--- src/rtl/gpio_evt_pkg.sv ---
package gpio_evt_pkg;
  typedef enum logic [1:0] {
    EVT_LEVEL = 2'd0,
    EVT_EDGE  = 2'd1,
    EVT_OFF   = 2'd2,
    EVT_BOTH  = 2'd3
  } evt_mode_e;

  function automatic int unsigned ceil_div(int unsigned a, int unsigned b);
    return (a + b - 1) / b;
  endfunction

  // cur/old are already inverted when the invert bit is set
  function automatic logic pad_event(evt_mode_e m, logic cur, logic old);
    case (m)
      EVT_LEVEL: return cur;
      EVT_EDGE:  return cur & ~old;
      EVT_BOTH:  return cur ^ old;
      default:   return 1'b0;
    endcase
  endfunction
endpackage

--- src/rtl/gpio_evt_detect.sv ---
module gpio_evt_detect
  import gpio_evt_pkg::*;
#(
  parameter int NUM_PADS = 40,
  parameter int SLOTS    = 48
) (
  input  logic                  clk_i,
  input  logic                  rst_ni,
  input  logic [NUM_PADS-1:0]   pad_i,
  input  logic [2*NUM_PADS-1:0] evcfg_i,
  input  logic [NUM_PADS-1:0]   inv_i,
  output logic [SLOTS-1:0]      evt_o
);
  logic [NUM_PADS-1:0] sync_q1, sync_q2, prev_q;

  always_ff @(posedge clk_i or negedge rst_ni) begin
    if (!rst_ni) begin
      sync_q1 <= '0;
      sync_q2 <= '0;
      prev_q  <= '0;
    end else begin
      sync_q1 <= pad_i;
      sync_q2 <= sync_q1;
      prev_q  <= sync_q2;
    end
  end

  for (genvar p = 0; p < SLOTS; p++) begin : g_slot
    if (p < NUM_PADS) begin : g_pad
      logic cur, old;
      assign cur = sync_q2[p] ^ inv_i[p];
      assign old = prev_q[p] ^ inv_i[p];
      assign evt_o[p] = pad_event(evt_mode_e'(evcfg_i[2*p +: 2]), cur, old);
    end else begin : g_spare
      assign evt_o[p] = 1'b0;
    end
  end
endmodule

--- src/rtl/gpio_evt_stsbank.sv ---
module gpio_evt_stsbank #(
  parameter int WIDTH = 48
) (
  input  logic             clk_i,
  input  logic             rst_ni,
  input  logic [WIDTH-1:0] set_i,
  input  logic [WIDTH-1:0] clr_i,
  output logic [WIDTH-1:0] sts_o
);
  logic [WIDTH-1:0] sts_q;

  always_ff @(posedge clk_i or negedge rst_ni) begin
    if (!rst_ni) sts_q <= '0;
    else         sts_q <= (sts_q & ~clr_i) | set_i;
  end

  assign sts_o = sts_q;

  // an event in the same cycle as a clear still lands
  a_r7_set_wins: assert property (@(posedge clk_i) disable iff (!rst_ni)
    (|set_i) |=> ((sts_o & $past(set_i)) == $past(set_i)));

  // cleared bits without a concurrent event read 0 next cycle
  a_r6_w1c_clears: assert property (@(posedge clk_i) disable iff (!rst_ni)
    (|(clr_i & ~set_i)) |=> ((sts_o & $past(clr_i & ~set_i)) == '0));
endmodule

--- src/rtl/gpio_pad_evt_ctrl.sv ---
module gpio_pad_evt_ctrl
  import gpio_evt_pkg::*;
#(
  parameter int NUM_PADS   = 40,
  parameter int GROUP_SIZE = 24,
  parameter int ADDR_W     = 12,
  parameter int REG_W      = 32,
  parameter int STS_BASE   = 'h100,
  parameter int EN_BASE    = 'h120,
  parameter int WSTS_BASE  = 'h140,
  parameter int WEN_BASE   = 'h160
) (
  input  logic                  clk_i,
  input  logic                  rst_ni,
  input  logic [NUM_PADS-1:0]   pad_i,
  input  logic [2*NUM_PADS-1:0] evcfg_i,
  input  logic [NUM_PADS-1:0]   inv_i,
  input  logic [NUM_PADS-1:0]   sci_route_i,
  input  logic                  reg_wr_i,
  input  logic [ADDR_W-1:0]     reg_addr_i,
  input  logic [REG_W-1:0]      reg_wdata_i,
  output logic [REG_W-1:0]      reg_rdata_o,
  output logic                  irq_o,
  output logic                  wake_o
);
  localparam int NUM_GROUPS = ceil_div(NUM_PADS, GROUP_SIZE);
  localparam int SLOTS      = NUM_GROUPS * GROUP_SIZE;
  localparam logic [SLOTS-1:0] PAD_MASK = SLOTS'({NUM_PADS{1'b1}});

  logic [SLOTS-1:0] evt, int_sts, wk_sts, int_clr, wk_clr;
  logic [SLOTS-1:0] int_en_q, wk_en_q, sci_ext;
  logic             unused_wdata;

  assign unused_wdata = ^reg_wdata_i[REG_W-1:GROUP_SIZE];
  assign sci_ext      = SLOTS'(sci_route_i);

  gpio_evt_detect #(.NUM_PADS(NUM_PADS), .SLOTS(SLOTS)) u_det (
    .clk_i, .rst_ni, .pad_i, .evcfg_i, .inv_i, .evt_o(evt)
  );

  gpio_evt_stsbank #(.WIDTH(SLOTS)) u_int_sts (
    .clk_i, .rst_ni, .set_i(evt), .clr_i(int_clr), .sts_o(int_sts)
  );

  gpio_evt_stsbank #(.WIDTH(SLOTS)) u_wake_sts (
    .clk_i, .rst_ni, .set_i(evt), .clr_i(wk_clr), .sts_o(wk_sts)
  );

  always_comb begin
    int_clr = '0;
    wk_clr  = '0;
    for (int g = 0; g < NUM_GROUPS; g++) begin
      if (reg_wr_i && reg_addr_i == ADDR_W'(STS_BASE + 4*g))
        int_clr[g*GROUP_SIZE +: GROUP_SIZE] = reg_wdata_i[GROUP_SIZE-1:0];
      if (reg_wr_i && reg_addr_i == ADDR_W'(WSTS_BASE + 4*g))
        wk_clr[g*GROUP_SIZE +: GROUP_SIZE] = reg_wdata_i[GROUP_SIZE-1:0];
    end
  end

  always_ff @(posedge clk_i or negedge rst_ni) begin
    if (!rst_ni) begin
      int_en_q <= '0;
      wk_en_q  <= '0;
    end else begin
      for (int g = 0; g < NUM_GROUPS; g++) begin
        if (reg_wr_i && reg_addr_i == ADDR_W'(EN_BASE + 4*g))
          int_en_q[g*GROUP_SIZE +: GROUP_SIZE] <= reg_wdata_i[GROUP_SIZE-1:0];
        if (reg_wr_i && reg_addr_i == ADDR_W'(WEN_BASE + 4*g))
          wk_en_q[g*GROUP_SIZE +: GROUP_SIZE] <= reg_wdata_i[GROUP_SIZE-1:0];
      end
    end
  end

  always_comb begin
    reg_rdata_o = '0;
    for (int g = 0; g < NUM_GROUPS; g++) begin
      if (reg_addr_i == ADDR_W'(STS_BASE + 4*g))
        reg_rdata_o = REG_W'(int_sts[g*GROUP_SIZE +: GROUP_SIZE]);
      if (reg_addr_i == ADDR_W'(EN_BASE + 4*g))
        reg_rdata_o = REG_W'(int_en_q[g*GROUP_SIZE +: GROUP_SIZE]);
      if (reg_addr_i == ADDR_W'(WSTS_BASE + 4*g))
        reg_rdata_o = REG_W'(wk_sts[g*GROUP_SIZE +: GROUP_SIZE]);
      if (reg_addr_i == ADDR_W'(WEN_BASE + 4*g))
        reg_rdata_o = REG_W'(wk_en_q[g*GROUP_SIZE +: GROUP_SIZE]);
    end
  end

  always_ff @(posedge clk_i or negedge rst_ni) begin
    if (!rst_ni) begin
      irq_o  <= 1'b0;
      wake_o <= 1'b0;
    end else begin
      irq_o  <= |(int_sts & int_en_q);
      wake_o <= |(wk_sts & wk_en_q & ~sci_ext);
    end
  end

  // interrupt only follows an enabled pending bit
  a_r8_irq_from_pending: assert property (@(posedge clk_i) disable iff (!rst_ni)
    irq_o |-> $past(|(int_sts & int_en_q)));

  // wake only follows an enabled, unrouted wake bit
  a_r9_wake_from_pending: assert property (@(posedge clk_i) disable iff (!rst_ni)
    wake_o |-> $past(|(wk_sts & wk_en_q & ~sci_ext)));

  // spare slots of the last group stay quiet
  a_r10_spare_quiet: assert property (@(posedge clk_i) disable iff (!rst_ni)
    ((int_sts | wk_sts) & ~PAD_MASK) == '0);
endmodule

--- config.mk ---
export PLATFORM = sky130hd
export DESIGN_NAME = gpio_pad_evt_ctrl
export DESIGN_NICKNAME = d
export VERILOG_FILES = /design/src/rtl/gpio_evt_pkg.sv /design/src/rtl/gpio_evt_detect.sv /design/src/rtl/gpio_evt_stsbank.sv /design/src/rtl/gpio_pad_evt_ctrl.sv
export SDC_FILE = /design/constraint.sdc
export NUM_CORES = 1
export LEC_CHECK = 0
export BUFFER_PORTS_ARGS = -buffer_cell sky130_fd_sc_hd__buf_2
export CAP_MARGIN = 20
export CORE_UTILIZATION = 40
export DETAILED_ROUTE_END_ITERATION = 10
export GPL_ROUTABILITY_DRIVEN = 0
export SKIP_LAST_GASP = 1
export SLEW_MARGIN = 10
export SYNTH_ARGS = -nofsm -noshare
export SYNTH_HDL_FRONTEND = slang
export SYNTH_SLANG_ARGS = --single-unit
export TNS_END_PERCENT = 20
--- constraint.sdc ---
create_clock -name clk_i -period 2.6 [get_ports clk_i]
set_clock_uncertainty 0.15 [all_clocks]
set_input_delay 0.13 -clock clk_i [delete_from_list [all_inputs] [get_ports clk_i]]
set_output_delay 0.13 -clock clk_i [all_outputs]
set_load 0.01 [all_outputs]
* Word-level counts from Yosys, hierarchy flattened
Cells that the tools add are included.
** Operators by class
- Add/subtract/negate cells :: 0
- Multipliers :: 0
- Div/mod/pow operators :: 0
- $lt $le $gt $ge :: 0
- Eq/ne operators :: 88
- Shift operators :: 0
- Muxes and demuxes :: 52
- Bitwise operators :: 210
- Reductions and logical operators :: 50
** Operators by type and width (count)
- AND 48 bit :: 5
- two-way mux 32 bit :: 7
- two-way mux 24 bit :: 5
- case mux 1 bit (3 select lines) :: 40
- bitwise XOR 1 bit :: 120
- == test 12 x 9 -> 1 bit, second input constant :: 8
- NOT 48 bit :: 2
- bitwise OR 48 x 40 -> 48 bit :: 2
- OR reduction 48 bit :: 2
- == test 2 x 1 -> 1 bit, second input constant :: 40
- == test 2 bit, second input constant :: 40
- zero test 2 bit :: 40
- NOT 40 -> 48 bit :: 1
- AND 1 bit :: 40
- NOT 1 bit :: 40
- logical AND 1 bit :: 8
** Storage, ports and cells
- Bits in registers :: 314
- Bits in latches :: 0
- Memory bits (writable) :: 0
- Memory bits (read-only) :: 0
- Word-level logic and storage cells :: 411
- Memories kept :: 0

* Depth between registers and ports, before layout
- Depth in word-level cells :: 9
- Depth in mapped cells :: 8
- Mapped depth without buffers :: 6

* By module
A second synthesis with hierarchy kept.
** Unflattened totals
- Cell total of the unflattened synthesis :: 1187
- Area total of the unflattened synthesis :: 15315.9 um2
** By module, submodules not included
- gpio_pad_evt_ctrl :: instances 1, cells each 530, area an instance 6764.0 um2
- gpio_evt_detect :: instances 1, cells each 369, area an instance 5068.6 um2
- gpio_evt_stsbank :: instances 2, cells each 144, area an instance 1741.7 um2

* Least setup slack after synthesis
OpenSTA, ideal clock, no wires.
- Path type :: input to output
- Start :: input reg_addr_i[9]
- End :: output reg_rdata_o[17]
- Arrival :: 1.863 ns
- Required time :: 2.320 ns
- Slack :: 0.457 ns
- Stages :: 8
- Buffers on the path :: 3
- Cells stage by stage :: or4b_1 buf_6 or3_1 buf_2 buf_6 o21ai_1 a21oi_1 o22ai_1
** On the way
- Cells in the longest elaborated chain, start to end :: 9
** RTL lines
- start, declared :: line gpio_pad_evt_ctrl.sv:20 : input logic [ADDR_W-1:0] reg_addr_i,
- == test 12 x 9 -> 1 bit :: line gpio_pad_evt_ctrl.sv:77 : if (reg_addr_i == ADDR_W'(STS_BASE + 4*g))
- two-way mux 24 bit :: line gpio_pad_evt_ctrl.sv:77
- two-way mux 32 bit :: line gpio_pad_evt_ctrl.sv:79 : if (reg_addr_i == ADDR_W'(EN_BASE + 4*g))
- two-way mux 32 bit :: line gpio_pad_evt_ctrl.sv:81 : if (reg_addr_i == ADDR_W'(WSTS_BASE + 4*g))
- two-way mux 32 bit :: line gpio_pad_evt_ctrl.sv:83 : if (reg_addr_i == ADDR_W'(WEN_BASE + 4*g))
- two-way mux 32 bit :: line gpio_pad_evt_ctrl.sv:77
- two-way mux 32 bit :: line gpio_pad_evt_ctrl.sv:79
- two-way mux 32 bit :: line gpio_pad_evt_ctrl.sv:81
- two-way mux 32 bit (*) :: line gpio_pad_evt_ctrl.sv:83
- end, declared :: line gpio_pad_evt_ctrl.sv:22 : output logic [REG_W-1:0] reg_rdata_o,
Every way passes the cells marked *; elsewhere a longest branch is shown, timed or not.

* Worst setup path after layout
- Start :: input reg_addr_i[9]
- End :: output reg_rdata_o[16]
Same word-level chain as after synthesis.

==> impl_metrics.py <==
metrics = {
    "run": {
        "drv_cap": 0,
    },
    "timing": {
        "drv_slew": 0,
        "fin_ws_ps": -9.789,
        "hold_slack_ps": 57.24,
        "finalCritPeriodShare_pct": 100.4,
        "relSlewSlack_pct": 60.00,
        "finalSetupTns_ps": -18.23,
        "hold_viol": 0,
        "min_period_ps": 2610,
        "fmax_mhz": 383.2,
        "max_slew.worst_pin.slew_ps": 600.0,
        "setup_viol": 2,
        "rsz0062_at_grt": "yes",
    },
    "final_layout": {
        "layout_commonest_cell": "dfrtp_1",
        "nFillCells": 3202,
        "stdcell_count": 2247,
        "multi_input_area_sq_um": 6693,
        "drive_gt1_share_pct": 29.79,
        "seqCellArea_sq_um": 7858,
        "antenna_cells": 0,
        "fin_nets": 2040,
        "mostFrequentLayoutCells": "dfrtp_1, buf_2, nand2_1, dlygate4sd3_1, mux2_2",
        "syn2layout_area_growth_pct": 35.75,
    },
    "critical_path": {
        "path_cells": "buf_2 -> or4b_1 -> buf_4 -> or3_1 -> buf_4 -> o32ai_1 -> a211oi_1 -> o22ai_1 -> buf_2",
        "cpPeakStageDelay_ps": 510,
        "critPathArrivalTime_ps": 2330,
        "critical_path.slowest_cell": "or4b_1",
        "worst_setup_path_start_kind": "input port",
        "crit_type": "input port to output port",
        "worstPathMaxFanout": 15,
        "crit_required_ps": 2320,
        "end_kind": "output port",
    },
    "drt": {
        "route.detailed.drc": 0,
        "drt_iter0_drc": 887,
        "viasPerCell": 5.530,
        "detail-route-antenna-nets": 0,
        "totalWireLength_microns": 47850,
        "dr.pass1.iters": 8,
        "wire_per_inst_microns": 21.30,
        "dr_total_vias": 12426,
    },
    "yosys": {
        "ys_ff_latch": 314,
        "ys_types": 60,
        "avgSynthCellArea_sq_um": 11.84,
        "syn_area_sq_um": 14850,
        "synth-edff-count": 0,
        "yosys_warnings": 0,
        "synth_ff_type": "dfrtp_1",
        "synth-async-reset-ratio_pct": 100.0,
        "syn_inst": 1254,
        "ys_seq_area_share_pct": 52.91,
    },
    "die": {
        "dieArea_sq_um": 37900,
        "core-area_sq_um": 36610,
        "io_pins": 281,
        "die_w_microns": 194.7,
        "die_h_microns": 194.7,
        "std_cell_rows": 70,
        "start_util_pct": 40.57,
    },
    "clocking": {
        "cts_sinks": 314,
        "post_cts_buffers": 0,
        "root_buffer": "clkbuf_16",
        "clk_latency_ps": 540,
        "cts.path.max_buffers": 3,
        "numCtsBuffers": 37,
        "h-tree-depth": 2,
        "cts_tree": "yes",
        "clk_pin_slew_worst_paths_ps": 50,
    },
    "global_routing": {
        "antenna_found_initial": 0,
        "overflow": 0,
        "grt_pass1_wl_microns": 73510,
        "track_usage_pct": 25.48,
        "first_global_vias": 12653,
        "grt_max_degree": 72,
    },
    "outcome": {
        "status": "finished with violations",
        "violations": "setup timing",
    },
    "placed_design": {
        "placed_cells": 2013,
        "pre_cts_ws_ps": -40.10,
        "hpwl_microns": 34330,
        "port-buffer-count": 264,
    },
    "worst_hold_path": {
        "min_path_type": "input port to flip-flop",
    },
    "power": {
        "vdd_ir_drop_max_uv": 441.9,
        "leakage_nw": 9.084,
        "powerDensity_nw_per_um2": 567.9,
    },
}
## per-stage QoR
stage,cell area (sq um),total power (W),utilization [%]
after floorplan,14880,0.005579,-
after global placement,17240,0.006077,47.09
after detailed placement,17240,0.006125,47.09
after CTS,20150,0.01160,55.05
after global routing,20160,0.01193,55.07
final,20160,0.01145,55.07
## metal layers
layer	GRT usage, %	up-vias	share of wire, %
met5	0	-	0
met3	5.223	107	7.3
met2	40.59	509	47
met4	9.641	0	3.5
li1	-	5598	-
met1	34.17	6212	43
## area by class of cell
type / count / share of cell area, %
sequential: 314 / 38.97
multi-input combinational: 889 / 33.19
timing repair buffer: 508 / 18.89
clock inverter: 10 / 0.5461
clock buffer: 55 / 5.436
tap: 468 / 2.904
inverter: 3 / 0.05585
## power by group
group,internal (W),leakage (nW),switching (W)
sequential,0.00499,3.69,0.0000504
clock,0.00312,0.592,0.00204
combinational,0.000632,4.80,0.000614
## sequential cells by signal (all words and copies together), names as in the netlist
register and flops:
int_en_q 48, u_int_sts.sts_o 48, u_wake_sts.sts_o 48, wk_en_q 48, u_det.prev_q 40, u_det.sync_q1 40
u_det.sync_q2 40, irq_o 1, wake_o 1
## critical path, delay by kind of cell
family / cells / cell delay (ps)
buf+inv: 4 / 750
simple gates: 2 / 920
compound gates: 3 / 510
## synth_stat cells, types with 4 or more instances
library cell	n	area (sq um)
or2_2	10	62.56
nor4_1	6	37.54
a221o_1	5	50.05
a21boi_0	16	120.1
o22a_1	5	43.79
o221a_2	5	56.30
or4_1	5	37.54
o22ai_1	74	462.9
buf_6	10	112.6
a21o_1	80	600.6
a22o_1	14	122.6
nand3_1	15	75.07
dfrtp_1	314	7858
o21ai_1	8	40.04
or3_1	4	25.02
nor4_4	6	127.6
and4_1	4	35.03
a222oi_1	6	60.06
clkbuf_1	15	56.30
o221ai_1	5	43.79
nand2_1	180	675.7
a21oi_1	26	130.1
and2_1	5	31.28
xor2_1	40	350.3
nor2_1	24	90.09
buf_4	9	67.56
o21ai_0	23	115.1
mux2_4	20	300.3
mux2_2	81	912.1
buf_2	20	100.1
nor3_1	8	40.04
a22oi_1	15	112.6
xnor2_1	40	350.3
mux2i_1	57	570.6
nand4_1	5	31.28
a221oi_1	17	148.9
ha_1	40	500.5
## final timing paths
check                                startpoint                  end  slack, ps  cells past startpoint
setup / recovery                  reg_addr_i[9]      reg_rdata_o[16]        -10                      9
hold / removal                       evcfg_i[4]  u_wake_sts.sts_o[2]         60                      4
setup reg to reg           u_wake_sts.sts_o[12]               wake_o        220                      6
hold reg to reg                u_det.sync_q1[2]     u_det.sync_q2[2]        200                      0
max in group asynchronous                rst_ni    u_det.sync_q2[20]       1090                      4
min in group asynchronous                rst_ni          wk_en_q[36]        480                      3
## repair_timing
item | 4_1_cts | 5_1_grt
hold buffers | 169 | 0
resized for setup | 1 | 2
gates cloned | 0 | 0
setup endpoints to repair | 2 | 8
endpoints found under the hold margin | 547 | 0
## cells by family after synthesis
family / share of synthesized area (%)
mux: 12.08
flops: 52.91
compound gates: 14.81
xor+xnor: 4.718
fa+ha+maj: 3.370
simple gates: 9.722
buf+inv: 2.367
other cells: 0.02525
(Power assumes the default switching activity.)
